--- src/rtl/alu8_pkg.sv ---
// Package alu8_pkg
// Shared operation codes, slice output picks and the decoded control bundle
// for the bit-sliced ALU. Assumes a three-bit operation code.
package alu8_pkg;

    localparam int OP_W = 3;

    typedef enum logic [OP_W-1:0] {
        OP_AND  = 3'd0,
        OP_OR   = 3'd1,
        OP_NAND = 3'd2,
        OP_NOR  = 3'd3,
        OP_ADD  = 3'd4,
        OP_SUB  = 3'd5,
        OP_SLT  = 3'd6,
        OP_RSVD = 3'd7
    } alu_op_e;

    typedef enum logic [1:0] {
        PICK_AND  = 2'd0,
        PICK_OR   = 2'd1,
        PICK_SUM  = 2'd2,
        PICK_LESS = 2'd3
    } slice_pick_e;

    typedef struct packed {
        logic        inv_a;
        logic        inv_b;
        logic        carry0;
        slice_pick_e pick;
    } slice_ctrl_t;

endpackage

--- src/rtl/alu8_ctrl_decode.sv ---
// Module alu8_ctrl_decode
// Turns the operation code into the controls shared by every slice:
// operand inversions, the carry into bit 0 and the slice output pick.
// Assumes code 7 never arrives; it decodes to AND as a harmless default.
module alu8_ctrl_decode
    import alu8_pkg::*;
(
    input  logic [OP_W-1:0] op_code,
    output slice_ctrl_t     ctrl
);

    // Purpose: map each operation onto inversion, carry and pick settings.
    always_comb begin
        ctrl = '{inv_a: 1'b0, inv_b: 1'b0, carry0: 1'b0, pick: PICK_AND};
        unique case (alu_op_e'(op_code))
            OP_AND:  ctrl.pick = PICK_AND;
            OP_OR:   ctrl.pick = PICK_OR;
            OP_NAND: begin ctrl.inv_a = 1'b1; ctrl.inv_b = 1'b1; ctrl.pick = PICK_OR;  end
            OP_NOR:  begin ctrl.inv_a = 1'b1; ctrl.inv_b = 1'b1; ctrl.pick = PICK_AND; end
            OP_ADD:  ctrl.pick = PICK_SUM;
            OP_SUB:  begin ctrl.inv_b = 1'b1; ctrl.carry0 = 1'b1; ctrl.pick = PICK_SUM;  end
            OP_SLT:  begin ctrl.inv_b = 1'b1; ctrl.carry0 = 1'b1; ctrl.pick = PICK_LESS; end
            default: ctrl.pick = PICK_AND;
        endcase
    end

    // Purpose: subtract and compare must always push a carry of one into bit 0.
    always_comb begin
        if (ctrl.inv_b && !ctrl.inv_a) begin
            assert_sub_carry_R4: assert (ctrl.carry0)
                else $error("inverted b without carry-in of one");
        end
    end

endmodule

--- src/rtl/alu8_bit_slice.sv ---
// Module alu8_bit_slice
// One bit of the ALU. Optionally inverts each operand, then forms AND, OR
// and a full-adder sum with carry out. The pick selects which of these, or
// the external "less" bit, drives the result bit. It holds no state.
module alu8_bit_slice
    import alu8_pkg::*;
(
    input  logic        op_a,
    input  logic        op_b,
    input  slice_ctrl_t ctrl,
    input  logic        carry_in,
    input  logic        less_in,
    output logic        res_bit,
    output logic        sum_bit,
    output logic        carry_out
);

    logic a_eff;
    logic b_eff;

    // Purpose: apply operand inversions and compute the full-adder outputs.
    always_comb begin
        a_eff     = op_a ^ ctrl.inv_a;
        b_eff     = op_b ^ ctrl.inv_b;
        sum_bit   = a_eff ^ b_eff ^ carry_in;
        carry_out = (a_eff & b_eff) | (carry_in & (a_eff ^ b_eff));
    end

    // Purpose: choose the slice's result bit.
    always_comb begin
        unique case (ctrl.pick)
            PICK_AND:  res_bit = a_eff & b_eff;
            PICK_OR:   res_bit = a_eff | b_eff;
            PICK_SUM:  res_bit = sum_bit;
            PICK_LESS: res_bit = less_in;
            default:   res_bit = 1'b0;
        endcase
    end

endmodule

--- src/rtl/alu8_msb_flags.sv ---
// Module alu8_msb_flags
// Sits beside the most significant slice. Derives signed overflow from the
// carries into and out of that slice. Derives the signed less-than verdict
// as the difference's sign corrected by that overflow.
// Assumes the slices are subtracting whenever the verdict is used.
module alu8_msb_flags (
    input  logic msb_carry_in,
    input  logic msb_carry_out,
    input  logic msb_sum,
    output logic ovf,
    output logic set_less
);

    // Purpose: overflow from the top carries and an overflow-corrected sign.
    always_comb begin
        ovf      = msb_carry_in ^ msb_carry_out;
        set_less = msb_sum ^ ovf;
    end

endmodule

--- src/rtl/alu8_sliced.sv ---
// Module alu8_sliced
// Top of the bit-sliced ALU. One decoder drives WIDTH identical slices that
// are chained by their carries. The flag stage at the top slice gives the
// overflow and the less-than verdict, which is fed into bit 0's less input.
// Purely combinational; assumes WIDTH >= 2 and op_sel never equals 7.
module alu8_sliced
    import alu8_pkg::*;
#(
    parameter int WIDTH = 8
) (
    input  logic [WIDTH-1:0] a_in,
    input  logic [WIDTH-1:0] b_in,
    input  logic [OP_W-1:0]  op_sel,
    output logic [WIDTH-1:0] result_out,
    output logic             ovf_out
);

    localparam int MSB = WIDTH - 1;

    slice_ctrl_t ctrl;
    logic        set_less;

    alu8_ctrl_decode u_decode (
        .op_code (op_sel),
        .ctrl    (ctrl)
    );

    for (genvar i = 0; i < WIDTH; i++) begin : g_slice
        logic cin_bit;
        logic less_bit;
        logic sum_bit;
        logic cout_bit;

        if (i == 0) begin : g_first
            assign cin_bit  = ctrl.carry0;
            assign less_bit = set_less;
        end else begin : g_rest
            assign cin_bit  = g_slice[i-1].cout_bit;
            assign less_bit = 1'b0;
        end

        alu8_bit_slice u_slice (
            .op_a      (a_in[i]),
            .op_b      (b_in[i]),
            .ctrl      (ctrl),
            .carry_in  (cin_bit),
            .less_in   (less_bit),
            .res_bit   (result_out[i]),
            .sum_bit   (sum_bit),
            .carry_out (cout_bit)
        );

        // Purpose: in add mode each slice's adder output reaches its result bit.
        always_comb begin
            if (op_sel == OP_ADD) begin
                assert_sum_route_R3: assert (sum_bit == result_out[i])
                    else $error("slice sum not routed to result");
            end
        end
    end

    alu8_msb_flags u_flags (
        .msb_carry_in  (g_slice[MSB].cin_bit),
        .msb_carry_out (g_slice[MSB].cout_bit),
        .msb_sum       (g_slice[MSB].sum_bit),
        .ovf           (ovf_out),
        .set_less      (set_less)
    );

    // Purpose: port-level checks of arithmetic, flags and comparison.
    always_comb begin
        if (op_sel == OP_ADD) begin
            assert_add_value_R3: assert (result_out == WIDTH'(a_in + b_in))
                else $error("sum mismatch");
            assert_add_overflow_R5: assert (ovf_out ==
                ((a_in[MSB] == b_in[MSB]) && (result_out[MSB] != a_in[MSB])))
                else $error("add overflow mismatch");
        end
        if (op_sel == OP_SUB) begin
            assert_sub_value_R4: assert (result_out == WIDTH'(a_in - b_in))
                else $error("difference mismatch");
            assert_sub_overflow_R6: assert (ovf_out ==
                ((a_in[MSB] != b_in[MSB]) && (result_out[MSB] != a_in[MSB])))
                else $error("sub overflow mismatch");
        end
        if (op_sel == OP_SLT) begin
            assert_slt_value_R7: assert (result_out ==
                WIDTH'($signed(a_in) < $signed(b_in)))
                else $error("set-less-than mismatch");
        end
        if (op_sel == OP_NAND) begin
            assert_nand_value_R2: assert (result_out == ~(a_in & b_in))
                else $error("nand mismatch");
        end
    end

endmodule

--- config.mk ---
export PLATFORM = sky130hd
export DESIGN_NAME = alu8_sliced
export DESIGN_NICKNAME = d
export VERILOG_FILES = /design/src/rtl/alu8_pkg.sv /design/src/rtl/alu8_ctrl_decode.sv /design/src/rtl/alu8_bit_slice.sv /design/src/rtl/alu8_msb_flags.sv /design/src/rtl/alu8_sliced.sv
export SDC_FILE = /design/constraint.sdc
export NUM_CORES = 1
export LEC_CHECK = 0
export ABC_AREA = 1
export BUFFER_PORTS_ARGS = -buffer_cell sky130_fd_sc_hd__buf_4
export CAP_MARGIN = 20
export CORE_MARGIN = 2
export CORE_UTILIZATION = 55
export DETAILED_ROUTE_END_ITERATION = 8
export GPL_TIMING_DRIVEN = 0
export PLACE_DENSITY_LB_ADDON = 0.25
export SYNTH_ARGS = -nofsm -noshare
export SYNTH_HDL_FRONTEND = slang
export SYNTH_SLANG_ARGS = --single-unit
export TNS_END_PERCENT = 30
--- constraint.sdc ---
create_clock -name vclk -period 7.37
set_input_delay 0.737 -clock vclk [all_inputs]
set_output_delay 0.737 -clock vclk [all_outputs]
set_load 0.005 [all_outputs]
==> results.txt <==
----------------------------------------------------
[Finish]
  Number of cells in the finished layout apart from fillers ... 228
  Seq Cell Count ... 0
  Number of fill cells in the layout ... 187
  Number of antenna cells inserted ... 0
  Final layout net count ... 247
  Clock buffer instance count of the final layout ... 0
  Fraction of layout instances using a drive strength above 1 ... 28.4%
  Synth-to-Final Area Change ... 20.6%
  Register Area ... 0 um^2
  Post-route cell area ... 1430 um^2

[Route]
  Drt initial violations ... 31
  Per-cell routed wire length ... 12.3 um
  Number of optimization iterations in the first detailed-route pass ... 4
  Sum of routed wire length over all layers ... 2800 um
  DRC Markers ... 0
  Detailed-route via count ... 1191
  Number of antenna-violating nets in the routed design ... 0
  Post-DR vias/cell ... 5.22

[Placed design]
  Dpl hpwl ... 2270 um
  Routability cong. ... 0.842
  Placed Instances ... 228
  Port bufs ... 28
  Area after DPL ... 1430 um^2

[Global routing]
  Total track usage ... 24.2%
  Aggregate global routing overflow ... 0
  Antenna violations before repair ... 0
  Number of global-route vias before repair ... 1118
  Pin count of the biggest net entering global routing ... 11
  First-pass GRT wire length ... 4970 um

[Run]
  Count of maximum capacitance violations ... 0

[Worst setup path]
  Worst endpoint data arrival time ... 4.93 ns
  Crit path capture type ... primary output
  Critical path's top delay family ... adder cells
  Crit start category ... input pin
  Buf/Inv on CP ... 7
  Worst-path cell chain ... buf_4 > inv_2 > nand3_2 > nand3_4 > buf_4 > nand2_1 > nand2_1 > fa_1 > fa_1 > inv_1 > fa_1 > fa_1 > fa_1 > fa_1 > inv_1 > fa_1 > fa_1 > nand2_1 > nand3_1 > buf_4 > buf_4
  Startpoint-to-endpoint class of the critical path ... in -> out
  Required time of the critical path ... 6.63 ns
  Slowest library cell on the worst path ... fa_1
  Largest fanout on the critical path ... 10
  Worst stage delay on the critical path ... 0.43 ns
  Cell with the most instances on the worst path ... fa_1

[STA]
  Max-Slew Margin vs Limit ... 73.1%
  Ratio of final minimum period to clock period ... 76.9%
  Peak clock frequency supported by timing ... 0.176 GHz
  Final Max Slew Viols ... 0
  Number of hold violations in the final report ... 0
  # setup viols final ... 0
  Tmin final ... 5.67 ns
  Transition at the pin with the smallest max-transition slack ... 0.403 ns
  Final TNS setup ... 0 ns
  RSZ-0062 raised after global routing ... false

[Hold path]
  Min-delay worst type ... in -> out

[Clock network]
  Number of buffers inserted for hold repair after clock tree synthesis ... 0
  Count of instances resized after the clock tree is built ... 0
  Post-CTS Setup Repair Bufs ... 0

[Yosys]
  Post-synthesis instance area ... 1180 um^2
  Post-synthesis cell type with the largest combined area ... ha_1
  Library cells used by synthesis ... 20
  Post-synth net total ... 217
  Proportion of synthesized chip area in sequential cells ... 0%
  Leading post-synthesis cells by instance count ... 39 x nand2_1, 31 x inv_1, 24 x nand4_1, 16 x ha_1, 16 x nand3_1
  Synth Instances ... 173
  Fraction of synthesized cell area taken by the top area cell type ... 16.9%
  Mapped Avg Cell Area ... 6.85 um^2
  Warning count from the yosys run ... 0
  Top-count cell post-synth ... nand2_1
  Area contributors post-synth ... ha_1 17%, fa_1 15%, nand4_1 13%

[Power]
  Pwr dens ... 87.8 nW/um^2
  Lkg Pwr ... 0.828 nW
  Largest voltage drop on the vdd net ... 0.0000476 V

[Die]
  Die area ... 2540 um^2
  Count of pins on the block boundary ... 28
  Number of cell rows ... 16
  Core region area ... 2000 um^2
  Die span in y ... 50.4 um
  Die Wd ... 50.4 um
  Initial core utilization ... 59.2%

[Run status]
  Result of the run ... completed

----------------------------------------------------
==> kinds of logic after synthesis <==
| group | synth area share (%) |
|---|---|
| simple gates | 40.0 |
| fa+ha+maj | 32.1 |
| xor+xnor | 9.19 |
| buf+inv | 18.7 |
==> per-stage QoR <==
stage | power, mW | setup WS, ns | utilization [%] | hold slack, ns
2_1_floorplan | 0.0820 | 2.44 | - | 1.78
3_3_place_gp | 0.120 | 1.84 | 71.4 | 2.05
3_5_place_dp | 0.127 | 1.77 | 71.4 | 2.06
4_1_cts | 0.127 | 1.74 | 71.4 | 2.06
5_1_grt | 0.143 | 1.49 | 71.4 | 2.12
6_report | 0.126 | 1.70 | 71.4 | 2.08
==> placed cells by master, fill, tap and decap left out <==
| cell | n |
|---|---|
| xor2_1 | 4 |
| or2_2 | 4 |
| buf_2 | 3 |
| nor2_1 | 3 |
| buf_6 | 1 |
| xor2_2 | 4 |
| ha_1 | 16 |
| inv_2 | 2 |
| clkbuf_1 | 1 |
| nand3_1 | 16 |
| nand2_2 | 2 |
| inv_1 | 31 |
| xnor2_1 | 1 |
| buf_4 | 37 |
| nand3_2 | 2 |
| fa_1 | 9 |
| nand4_1 | 24 |
| nand3_4 | 1 |
| nand2_4 | 1 |
| nand2_1 | 39 |
==> per-layer routing <==
metal | GRT usage [%] | vias up | part of all wire [%]
met5 | 0 | - | 0
li1 | - | 595 | -
met2 | 45.0 | 32 | 52
met4 | 0 | 0 | 0
met3 | 0.298 | 0 | 3.7
met1 | 33.6 | 564 | 45
==> final cells by class <==
| type | instances | area (um^2) | area share, % |
|---|---|---|---|
| Buffer | 14 | 97.6 | 6.83 |
| Inverter | 33 | 124 | 8.67 |
| Multi-Input combinational cell | 126 | 963 | 67.4 |
| Tap cell | 27 | 33.8 | 2.36 |
| Timing Repair Buffer | 28 | 210 | 14.7 |
==> where the power goes <==
group | internal [mW] | switching [mW] | total [mW] | leakage [nW]
clock | 0 | 0 | 0 | 0
combinational | 0.0622 | 0.0633 | 0.126 | 0.828
sequential | 0 | 0 | 0 | 0
==> path summary, 6_finish.rpt <==
kind       from            end  slack (ns)  cells after the start
max   op_sel[1]  result_out[7]        1.70                     21
min   op_sel[2]  result_out[0]        2.08                      7
Power figures use the tool's default switching activity.
